### src/rtl/tmr_pkg.sv
package tmr_pkg;
  localparam int CTL_EN   = 0;
  localparam int CTL_CONT = 1;
  localparam int CTL_ALT  = 2;
  localparam int CTL_PSEL = 3;
  localparam int CTL_IE   = 4;
  localparam int CTL_FLAG = 5;
  localparam int CTL_SELB = 6;

  typedef enum logic [1:0] {
    OFS_COUNT = 2'd0,
    OFS_LIMA  = 2'd1,
    OFS_LIMB  = 2'd2,
    OFS_CTL   = 2'd3
  } reg_ofs_e;
endpackage

### src/rtl/tmr_core.sv
module tmr_core #(
  parameter int W     = 16,
  parameter bit HAS_B = 1'b1
) (
  input  logic         clk,
  input  logic         rst_n,
  input  logic         src_stb,
  input  logic         wr_cnt,
  input  logic         wr_ca,
  input  logic         wr_cb,
  input  logic         wr_ctl,
  input  logic [W-1:0] wr_data,
  output logic [W-1:0] cnt_q,
  output logic [W-1:0] ca_q,
  output logic [W-1:0] cb_q,
  output logic [W-1:0] ctl_rd,
  output logic         psel_o,
  output logic         max_o,
  output logic         irq_o
);
  import tmr_pkg::*;

  logic en_q, cont_q, alt_q, psel_q, ie_q, flag_q, sel_q;
  logic any_wr, step_ev, at_lim;
  logic [W-1:0] lim_act;

  function automatic logic [W-1:0] next_count(input logic [W-1:0] c, input logic hit);
    return hit ? '0 : c + W'(1);
  endfunction

  assign any_wr  = wr_cnt | wr_ca | wr_cb | wr_ctl;
  assign lim_act = sel_q ? cb_q : ca_q;
  assign at_lim  = (cnt_q == lim_act);
  assign step_ev = en_q & src_stb & ~any_wr;
  assign max_o   = step_ev & at_lim;
  assign irq_o   = max_o & ie_q;
  assign psel_o  = psel_q;

  always_comb begin
    ctl_rd           = '0;
    ctl_rd[CTL_EN]   = en_q;
    ctl_rd[CTL_CONT] = cont_q;
    ctl_rd[CTL_ALT]  = alt_q;
    ctl_rd[CTL_PSEL] = psel_q;
    ctl_rd[CTL_IE]   = ie_q;
    ctl_rd[CTL_FLAG] = flag_q;
    ctl_rd[CTL_SELB] = sel_q;
  end

  always_ff @(posedge clk) begin
    if (!rst_n) begin
      cnt_q <= '0;
      ca_q  <= '0;
    end else begin
      if (wr_cnt)       cnt_q <= wr_data;
      else if (step_ev) cnt_q <= next_count(cnt_q, at_lim);
      if (wr_ca)        ca_q  <= wr_data;
    end
  end

  generate
    if (HAS_B) begin : g_limb
      always_ff @(posedge clk) begin
        if (!rst_n)     cb_q <= '0;
        else if (wr_cb) cb_q <= wr_data;
      end
    end else begin : g_nolimb
      assign cb_q = '0;
    end
  endgenerate

  always_ff @(posedge clk) begin
    if (!rst_n) begin
      en_q <= 1'b0; cont_q <= 1'b0; alt_q <= 1'b0; psel_q <= 1'b0;
      ie_q <= 1'b0; flag_q <= 1'b0; sel_q <= 1'b0;
    end else if (wr_ctl) begin
      en_q   <= wr_data[CTL_EN];
      cont_q <= wr_data[CTL_CONT];
      alt_q  <= HAS_B & wr_data[CTL_ALT];
      psel_q <= HAS_B & wr_data[CTL_PSEL];
      ie_q   <= wr_data[CTL_IE];
      flag_q <= flag_q & wr_data[CTL_FLAG];
      sel_q  <= 1'b0;
    end else if (max_o) begin
      flag_q <= 1'b1;
      if (alt_q)   sel_q <= ~sel_q;
      if (!cont_q) en_q  <= 1'b0;
    end
  end

  a_r3_step_adds_one: assert property (@(posedge clk) disable iff (!rst_n)
    (step_ev && !at_lim) |=> (cnt_q == $past(cnt_q) + W'(1)));
  a_r4_wrap_to_zero: assert property (@(posedge clk) disable iff (!rst_n)
    max_o |=> (cnt_q == '0));
  a_r5_flag_sticky: assert property (@(posedge clk) disable iff (!rst_n)
    (flag_q && !wr_ctl) |=> flag_q);
  a_r6_single_shot_stops: assert property (@(posedge clk) disable iff (!rst_n)
    (max_o && !cont_q) |=> !en_q);
  a_r7_alt_switches: assert property (@(posedge clk) disable iff (!rst_n)
    (max_o && alt_q) |=> (sel_q != $past(sel_q)));
  a_r7_single_uses_a: assert property (@(posedge clk) disable iff (!rst_n)
    !alt_q |-> !sel_q);
  a_r9_write_wins: assert property (@(posedge clk) disable iff (!rst_n)
    wr_cnt |=> (cnt_q == $past(wr_data)));
  a_r10_idle_holds: assert property (@(posedge clk) disable iff (!rst_n)
    (!en_q && !wr_cnt) |=> $stable(cnt_q));
endmodule

### src/rtl/tri_timer_unit.sv
module tri_timer_unit #(
  parameter int W  = 16,
  parameter int AW = 4
) (
  input  logic          clk,
  input  logic          rst_n,
  input  logic          tick,
  input  logic          wr_en,
  input  logic [AW-1:0] wr_addr,
  input  logic [W-1:0]  wr_data,
  input  logic [AW-1:0] rd_addr,
  output logic [W-1:0]  rd_data,
  output logic [2:0]    max_pulse,
  output logic [2:0]    irq
);
  import tmr_pkg::*;

  localparam int NT  = 3;
  localparam int SW  = AW - 2;

  logic [W-1:0] cnt_v [NT];
  logic [W-1:0] ca_v  [NT];
  logic [W-1:0] cb_v  [NT];
  logic [W-1:0] ctl_v [NT];
  logic [1:0]   mp01, irq01, psel01;
  logic         mp2, irq2, psel2;
  logic [NT-1:0] hit_t;
  logic [1:0]   wofs;

  assign wofs = wr_addr[1:0];

  for (genvar t = 0; t < NT; t++) begin : g_dec
    assign hit_t[t] = wr_en && (wr_addr[AW-1:2] == SW'(t));
  end

  tmr_core #(.W(W), .HAS_B(1'b0)) u_t2 (
    .clk(clk), .rst_n(rst_n), .src_stb(tick),
    .wr_cnt(hit_t[2] && wofs == OFS_COUNT),
    .wr_ca (hit_t[2] && wofs == OFS_LIMA),
    .wr_cb (hit_t[2] && wofs == OFS_LIMB),
    .wr_ctl(hit_t[2] && wofs == OFS_CTL),
    .wr_data(wr_data),
    .cnt_q(cnt_v[2]), .ca_q(ca_v[2]), .cb_q(cb_v[2]), .ctl_rd(ctl_v[2]),
    .psel_o(psel2), .max_o(mp2), .irq_o(irq2)
  );

  for (genvar g = 0; g < 2; g++) begin : g_ab
    logic src;
    assign src = psel01[g] ? mp2 : tick;
    tmr_core #(.W(W), .HAS_B(1'b1)) u_t (
      .clk(clk), .rst_n(rst_n), .src_stb(src),
      .wr_cnt(hit_t[g] && wofs == OFS_COUNT),
      .wr_ca (hit_t[g] && wofs == OFS_LIMA),
      .wr_cb (hit_t[g] && wofs == OFS_LIMB),
      .wr_ctl(hit_t[g] && wofs == OFS_CTL),
      .wr_data(wr_data),
      .cnt_q(cnt_v[g]), .ca_q(ca_v[g]), .cb_q(cb_v[g]), .ctl_rd(ctl_v[g]),
      .psel_o(psel01[g]), .max_o(mp01[g]), .irq_o(irq01[g])
    );
  end

  assign max_pulse = {mp2, mp01};
  assign irq       = {irq2, irq01};

  always_comb begin
    rd_data = '0;
    for (int t = 0; t < NT; t++) begin
      if (rd_addr[AW-1:2] == SW'(t)) begin
        case (rd_addr[1:0])
          OFS_COUNT: rd_data = cnt_v[t];
          OFS_LIMA:  rd_data = ca_v[t];
          OFS_LIMB:  rd_data = cb_v[t];
          default:   rd_data = ctl_v[t];
        endcase
      end
    end
  end

  a_r8_t2_never_prescaled: assert property (@(posedge clk) disable iff (!rst_n)
    !psel2);
  a_r4_irq_needs_pulse: assert property (@(posedge clk) disable iff (!rst_n)
    ((irq & ~max_pulse) == 3'b000));
endmodule

### config.mk
export PLATFORM = sky130hd
export DESIGN_NAME = tri_timer_unit
export DESIGN_NICKNAME = d
export VERILOG_FILES = /design/src/rtl/tmr_pkg.sv /design/src/rtl/tmr_core.sv /design/src/rtl/tri_timer_unit.sv
export SDC_FILE = /design/constraint.sdc
export NUM_CORES = 1
export LEC_CHECK = 0
export BUFFER_PORTS_ARGS = -buffer_cell sky130_fd_sc_hd__buf_2
export CORE_UTILIZATION = 51
export CTS_CLUSTER_DIAMETER = 120
export DETAILED_ROUTE_END_ITERATION = 10
export PLACE_DENSITY = 0.76
export SLEW_MARGIN = 20
export SYNTH_ARGS = -nofsm -noshare
export SYNTH_HDL_FRONTEND = slang
export SYNTH_SLANG_ARGS = --single-unit
### constraint.sdc
create_clock -name clk -period 3.1 [get_ports clk]
set_clock_uncertainty 0.15 [all_clocks]
set_input_delay 0.465 -clock clk [delete_from_list [all_inputs] [get_ports clk]]
set_output_delay 0.465 -clock clk [all_outputs]
set_load 0.02 [all_outputs]
* Yosys cells after proc, flatten, opt, wreduce, memory -nomap -nowiden
Index checks and enable logic that the tools add are counted.
** Cells by class
- Add/subtract/negate cells :: 3
- $mul :: 0
- Div/mod/pow operators :: 0
- Magnitude comparators :: 0
- Equality and inequality tests :: 15
- Shifts and indexed selects :: 0
- Multiplexer cells :: 34
- Bitwise logic cells :: 30
- Reduce and logical (&&, ||, !) cells :: 32
** Operators by type and width (number)
- two-way mux 16 bit :: 14
- case mux 16 bit (3 select lines) :: 3
- adder 16 x 1 -> 16 bit, second input constant :: 3
- equality test 16 bit :: 3
- two-way mux 1 bit :: 17
- AND 1 bit :: 15
- logical AND 1 bit :: 15
- nonzero test 2 bit :: 6
- equality test 2 bit, second input constant :: 5
- AND reduction 2 bit :: 5
- OR 1 bit :: 9
- equality test 2 x 1 -> 1 bit, second input constant :: 4
- logical NOT 2 bit :: 4
- != test 2 x 1 -> 1 bit, second input constant :: 3
- inverter 1 bit :: 6
- OR reduction 2 bit :: 2
** Storage, ports and cells
- Register bits after elaboration :: 146
- Latch bits :: 0
- Bits in writable memories :: 0
- ROM bits :: 0
- Input port bits :: 28
- Output and inout bits :: 22
- Word-level logic and storage cells :: 140
- Memories kept :: 0

* Logic depth before layout (Yosys ltp)
- Word-level depth :: 15
- Depth in mapped cells :: 10
- Gate-level depth less buffers :: 8

* Hierarchy
From an unflattened synthesis, not the netlist that was laid out.
** Second synthesis, totals
- Cell total of the unflattened synthesis :: 1047
- Area, all modules :: 10030.9 sq um
** By module, submodules not included
- tmr_core (g_ab[0].u_t ...) :: instances 2, cells an instance 326, area each 2987.9 sq um, sequential area each 1101.1 sq um
- tmr_core (u_t2) :: instances 1, cells an instance 259, area each 2449.8 sq um, sequential area each 720.7 sq um
- tri_timer_unit :: instances 1, cells an instance 136, area each 1605.3 sq um, sequential area each 0.0 sq um

* Worst setup path after synthesis
No wires, ideal clock.
- Kind :: input-to-output
- Start :: in rd_addr[1]
- End :: out rd_data[6]
- Arrival :: 2.179 ns
- Path slack :: 0.306 ns
- Stages :: 5
- Path through :: clkbuf_1 -> buf_1 -> mux4_1 -> mux2i_1 -> o22ai_1
** On the way
- Cells in the longest elaborated chain, start to end :: 5
- Elaborated cells on any way between the ends :: 9
- Those cells by class :: 2 x eq/ne; 6 x mux; 1 x reduce/logical
** RTL lines
- start: declaration :: RTL line tri_timer_unit.sv:11 : input logic [AW-1:0] rd_addr,
- equality test 2 bit, or another cell as far along :: RTL line tri_timer_unit.sv:69 : case (rd_addr[1:0])
- case mux 16 bit (3 select lines) :: RTL line tri_timer_unit.sv:69
- two-way mux 16 bit (2 in a row) :: RTL line tri_timer_unit.sv:68 : if (rd_addr[AW-1:2] == SW'(t)) begin
- two-way mux 16 bit * :: RTL line tri_timer_unit.sv:68
- end: declaration :: RTL line tri_timer_unit.sv:12 : output logic [W-1:0] rd_data,
Every way passes the cells marked *; elsewhere a longest branch is shown, timed or not.

* Final worst setup path
- Start :: reg g_ab[1].u_t.sel_q
- End :: out irq[1]
** On the way
- Cells in the longest elaborated chain, start to end :: 4
** RTL lines
- start: declaration :: RTL line tmr_core.sv:23 : logic en_q, cont_q, alt_q, psel_q, ie_q, flag_q, sel_q;
- start signal: assignment :: RTL line tmr_core.sv:86 : if (alt_q) sel_q <= ~sel_q;
- two-way mux 16 bit :: RTL line tmr_core.sv:32 : assign lim_act = sel_q ? cb_q : ca_q;
- equality test 16 bit :: RTL line tmr_core.sv:33 : assign at_lim = (cnt_q == lim_act);
- AND 1 bit :: RTL line tmr_core.sv:35 : assign max_o = step_ev & at_lim;
- AND 1 bit :: RTL line tmr_core.sv:36 : assign irq_o = max_o & ie_q;
- end: declaration :: RTL line tri_timer_unit.sv:14 : output logic [2:0] irq
Every way passes these cells.

==> results.toml <==
[place]
port_buffers = 49
gp_congestion = 0.901
dp.cells = 1280
preCtsSetupSlack_ps = 201
dpl.hpwl_um = 18500

[timing]
hold_ws_ps = 249
max_freq_ghz = 0.324
setup_viol = 0
fin_crit_sh_pct = 99.6
slew_violations = 0
period_minus_slack_ps = 3090
finalWorstSetupSlack_ps = 13.1
rsz0062_at_grt = "yes"
max-slew-margin-rel_pct = 23.3
finalHoldViolCount = 0
worst_pin_slew_ps = 1150

[setup_path]
reg2reg_setup_slack_ps = 130
cp.required_ps = 2480
cpMostUsedCell = "buf_6"
startpoint_type = "flop"
worstPathArrival_ps = 2470
cp_cell_sequence = "buf_12, buf_6, mux2i_4, xor2_1, nand4_1, nor4_4, o21a_1, and2_4, buf_6"
timing.rr.end = "g_ab[0].u_t.cnt_q[11]"
cp_max_fo = 8
critical_path_class = "flop to output pin"
slowest_stage = "dfxtp_4"
worstRegToRegCells = 10
endpoint_kind = "output pin"
slowest_delay_ps = 380
r2r_start = "g_ab[0].u_t.sel_q"

[worst_hold_path]
hp-class = "primary input to flop"
hold_start = "wr_data[13]"
hold_path_end = "g_ab[0].u_t.ca_q[13]"
hold_path_depth = 3

[global_route]
grt_pass1_vias = 7520
grt_overflow = 0
antenna_found_initial = 0
grtUsageTotal_pct = 32.1
grt_pass1_wl_um = 41200
grt_max_degree = 113

[layout]
drive_above_1_share_pct = 15.7
syn2layout_area_growth_pct = 15.7
regArea_um2 = 2930
multiInputGateArea_um2 = 5170
final_core_utilization_pct = 61.0
antenna_cells = 0
nets = 1134
fillers = 1416
stdcell_count = 1332

[floorplanning]
core_area_um2 = 16000
die_w_um = 131
ioPinCount = 50
dieArea_um2 = 17100
rows = 46
initial_utilization_pct = 52.7
die_y_um = 131

[status]
status = "finished, final reports clean"

[synth]
synth-seq-area-share_pct = 34.6
synth_most_common_cell = "nand2_1"
synth-seq-cells = 146
synth_top_area_share_pct = 34.6
yosys-top-cells-count = "nand2_1, dfxtp_1, a21oi_1, mux2i_1"
yosys_warnings = 0
synth_top_area_cell = "dfxtp_1"
synth_area_leaders = "dfxtp_1, nand2_1, mux2i_1"
ys.flop_type = "dfxtp_1"
syn_nets = 1101
ys_types = 57
synth_area_um2 = 8440
syn-instance-count = 1070
synth_area_per_cell_um2 = 7.88
synth_edf_count = 0
async_flop_share_pct = 0

[routing]
drtIter0Drc = 1072
route.detailed.drc = 0
firstDrtPassIters = 6
wl_um = 27100
ant_nets = 0
routed_via_density = 6.29
vias = 8377
wire_per_inst_um = 20.3

[clocking]
holdBufCountCts = 0
cts_tree = "built"
ctsLongestPathBuffers = 2
clkSinkCount = 146
htree_levels = 4
cts.clk_slew.worst_paths_ps = 60
cts_root_buffer = "clkbuf_16"
cts-buffers-inserted = 17
insertion_delay_ps = 440

[pwr]
cellPowerDensity_nw_per_um2 = 465
irDropWorstVdd_uv = 427
leakage_nw = 3.48
p_total_w = 0.00454

[job]
maxCapViolCount = 0
## final cells by class
cell class	instances	area share (%)
Clock buffer	21	4.82
Clock inverter	11	1.37
Inverter	9	0.359
Multi-Input combinational cell	827	53.0
Tap cell	216	2.77
Timing Repair Buffer	102	7.69
Sequential cell	146	30.0
## cells in the final DEF (no fill, tap or decap), types with 4 or more instances in the layout
| cell | netlist | routed |
|---|---|---|
| clkbuf_16 | 0 | 19 |
| a31oi_1 | 9 | 9 |
| and2_1 | 7 | 6 |
| nand4_1 | 16 | 16 |
| nor3b_1 | 6 | 4 |
| dfxtp_1 | 146 | 144 |
| o22ai_1 | 15 | 15 |
| buf_2 | 3 | 46 |
| mux2i_2 | 0 | 5 |
| o211ai_1 | 13 | 13 |
| mux2i_1 | 78 | 70 |
| and3_1 | 12 | 12 |
| buf_6 | 1 | 4 |
| nand3_1 | 24 | 24 |
| buf_12 | 1 | 4 |
| nor2b_1 | 8 | 7 |
| o21ai_0 | 63 | 63 |
| a22oi_1 | 15 | 15 |
| clkinv_2 | 0 | 8 |
| nand2_1 | 228 | 227 |
| mux4_2 | 13 | 13 |
| xnor2_1 | 30 | 30 |
| inv_1 | 8 | 7 |
| and4_1 | 4 | 4 |
| nor3_1 | 19 | 18 |
| a21oi_1 | 105 | 105 |
| nand3b_1 | 10 | 10 |
| xor2_1 | 36 | 35 |
| nor2_1 | 65 | 65 |
| a221oi_1 | 7 | 7 |
| buf_4 | 9 | 46 |
## sequential cells by signal (all words and copies together) (netlist names)
name / count
g_ab.u_t.ie_q: 2
g_ab.u_t.cb_q: 32
u_t2.cnt_q: 16
g_ab.u_t.psel_o: 2
g_ab.u_t.ca_q: 32
u_t2.flag_q: 1
g_ab.u_t.sel_q: 2
u_t2.en_q: 1
g_ab.u_t.alt_q: 2
u_t2.cont_q: 1
g_ab.u_t.cont_q: 2
g_ab.u_t.en_q: 2
g_ab.u_t.cnt_q: 32
g_ab.u_t.flag_q: 2
u_t2.ie_q: 1
u_t2.ca_q: 16
## layer usage
layer | vias up | wire length, µm | global-route usage, % | part of all wire, %
li1 | 3833 | - | - | -
met1 | 3980 | 10700 | 41.3 | 39
met2 | 488 | 12700 | 51.0 | 47
met3 | 76 | 2820 | 7.74 | 10
met4 | 0 | 941 | 14.7 | 3.5
met5 | - | 0 | 0 | 0
## where the power goes
| part | switching, W | internal, W | total [W] |
|---|---|---|---|
| clock | 0.000822 | 0.00132 | 0.00214 |
| sequential | 0.0000339 | 0.00190 | 0.00193 |
| combinational | 0.000304 | 0.000157 | 0.000461 |
## metrics by stage
stage / TNS (ps) / area, µm²
after CTS: 0 / 9520
after global placement: 0 / 8860
after floorplan: 0 / 8440
after global routing: -195 / 9760
after detailed placement: 0 / 8860
final: 0 / 9760
## worst max-delay path, delay by kind of cell, from the launching register on
family	cells	cell delay [ps]
buffers and inverters	3	350
multiplexers	1	220
flip-flops	1	380
AND/OR/NAND/NOR	3	640
AO/OA/AOI/OAI	1	230
XOR/XNOR	1	210
## cells by family after synthesis
logic type | synth area share (%)
AO/OA/AOI/OAI | 17.2
buffers and inverters | 5.06
AND/OR/NAND/NOR | 22.6
multiplexers | 13.2
XOR/XNOR | 6.85
adder cells (fa/ha/maj) | 0.445
flip-flops | 34.6
## worst max-delay path by stage
stage | from | to | slack (ps) | cells after the start
6_report | g_ab[1].u_t.sel_q | irq[1] | 10 | 9
5_1_grt | g_ab[0].u_t.sel_q | g_ab[0].u_t.cnt_q[11] | -50 | 10
4_1_cts | g_ab[0].u_t.sel_q | max_pulse[0] | 10 | 8
3_5_place_dp | g_ab[0].u_t.sel_q | g_ab[0].u_t.cnt_q[1] | 200 | 8
3_3_place_gp | wr_addr[3] | g_ab[1].u_t.cnt_q[3] | 340 | 9
2_1_floorplan | rd_addr[1] | rd_data[6] | 310 | 5
## repair_timing
item | in CTS | in global routing
setup buffers | 7 | 11
resized for setup | 1 | 26
endpoints found under the setup margin | 3 | 4
pin swaps | 2 | 7
cloned | 0 | 2
No activity file was read; power rests on OpenSTA's default activity.
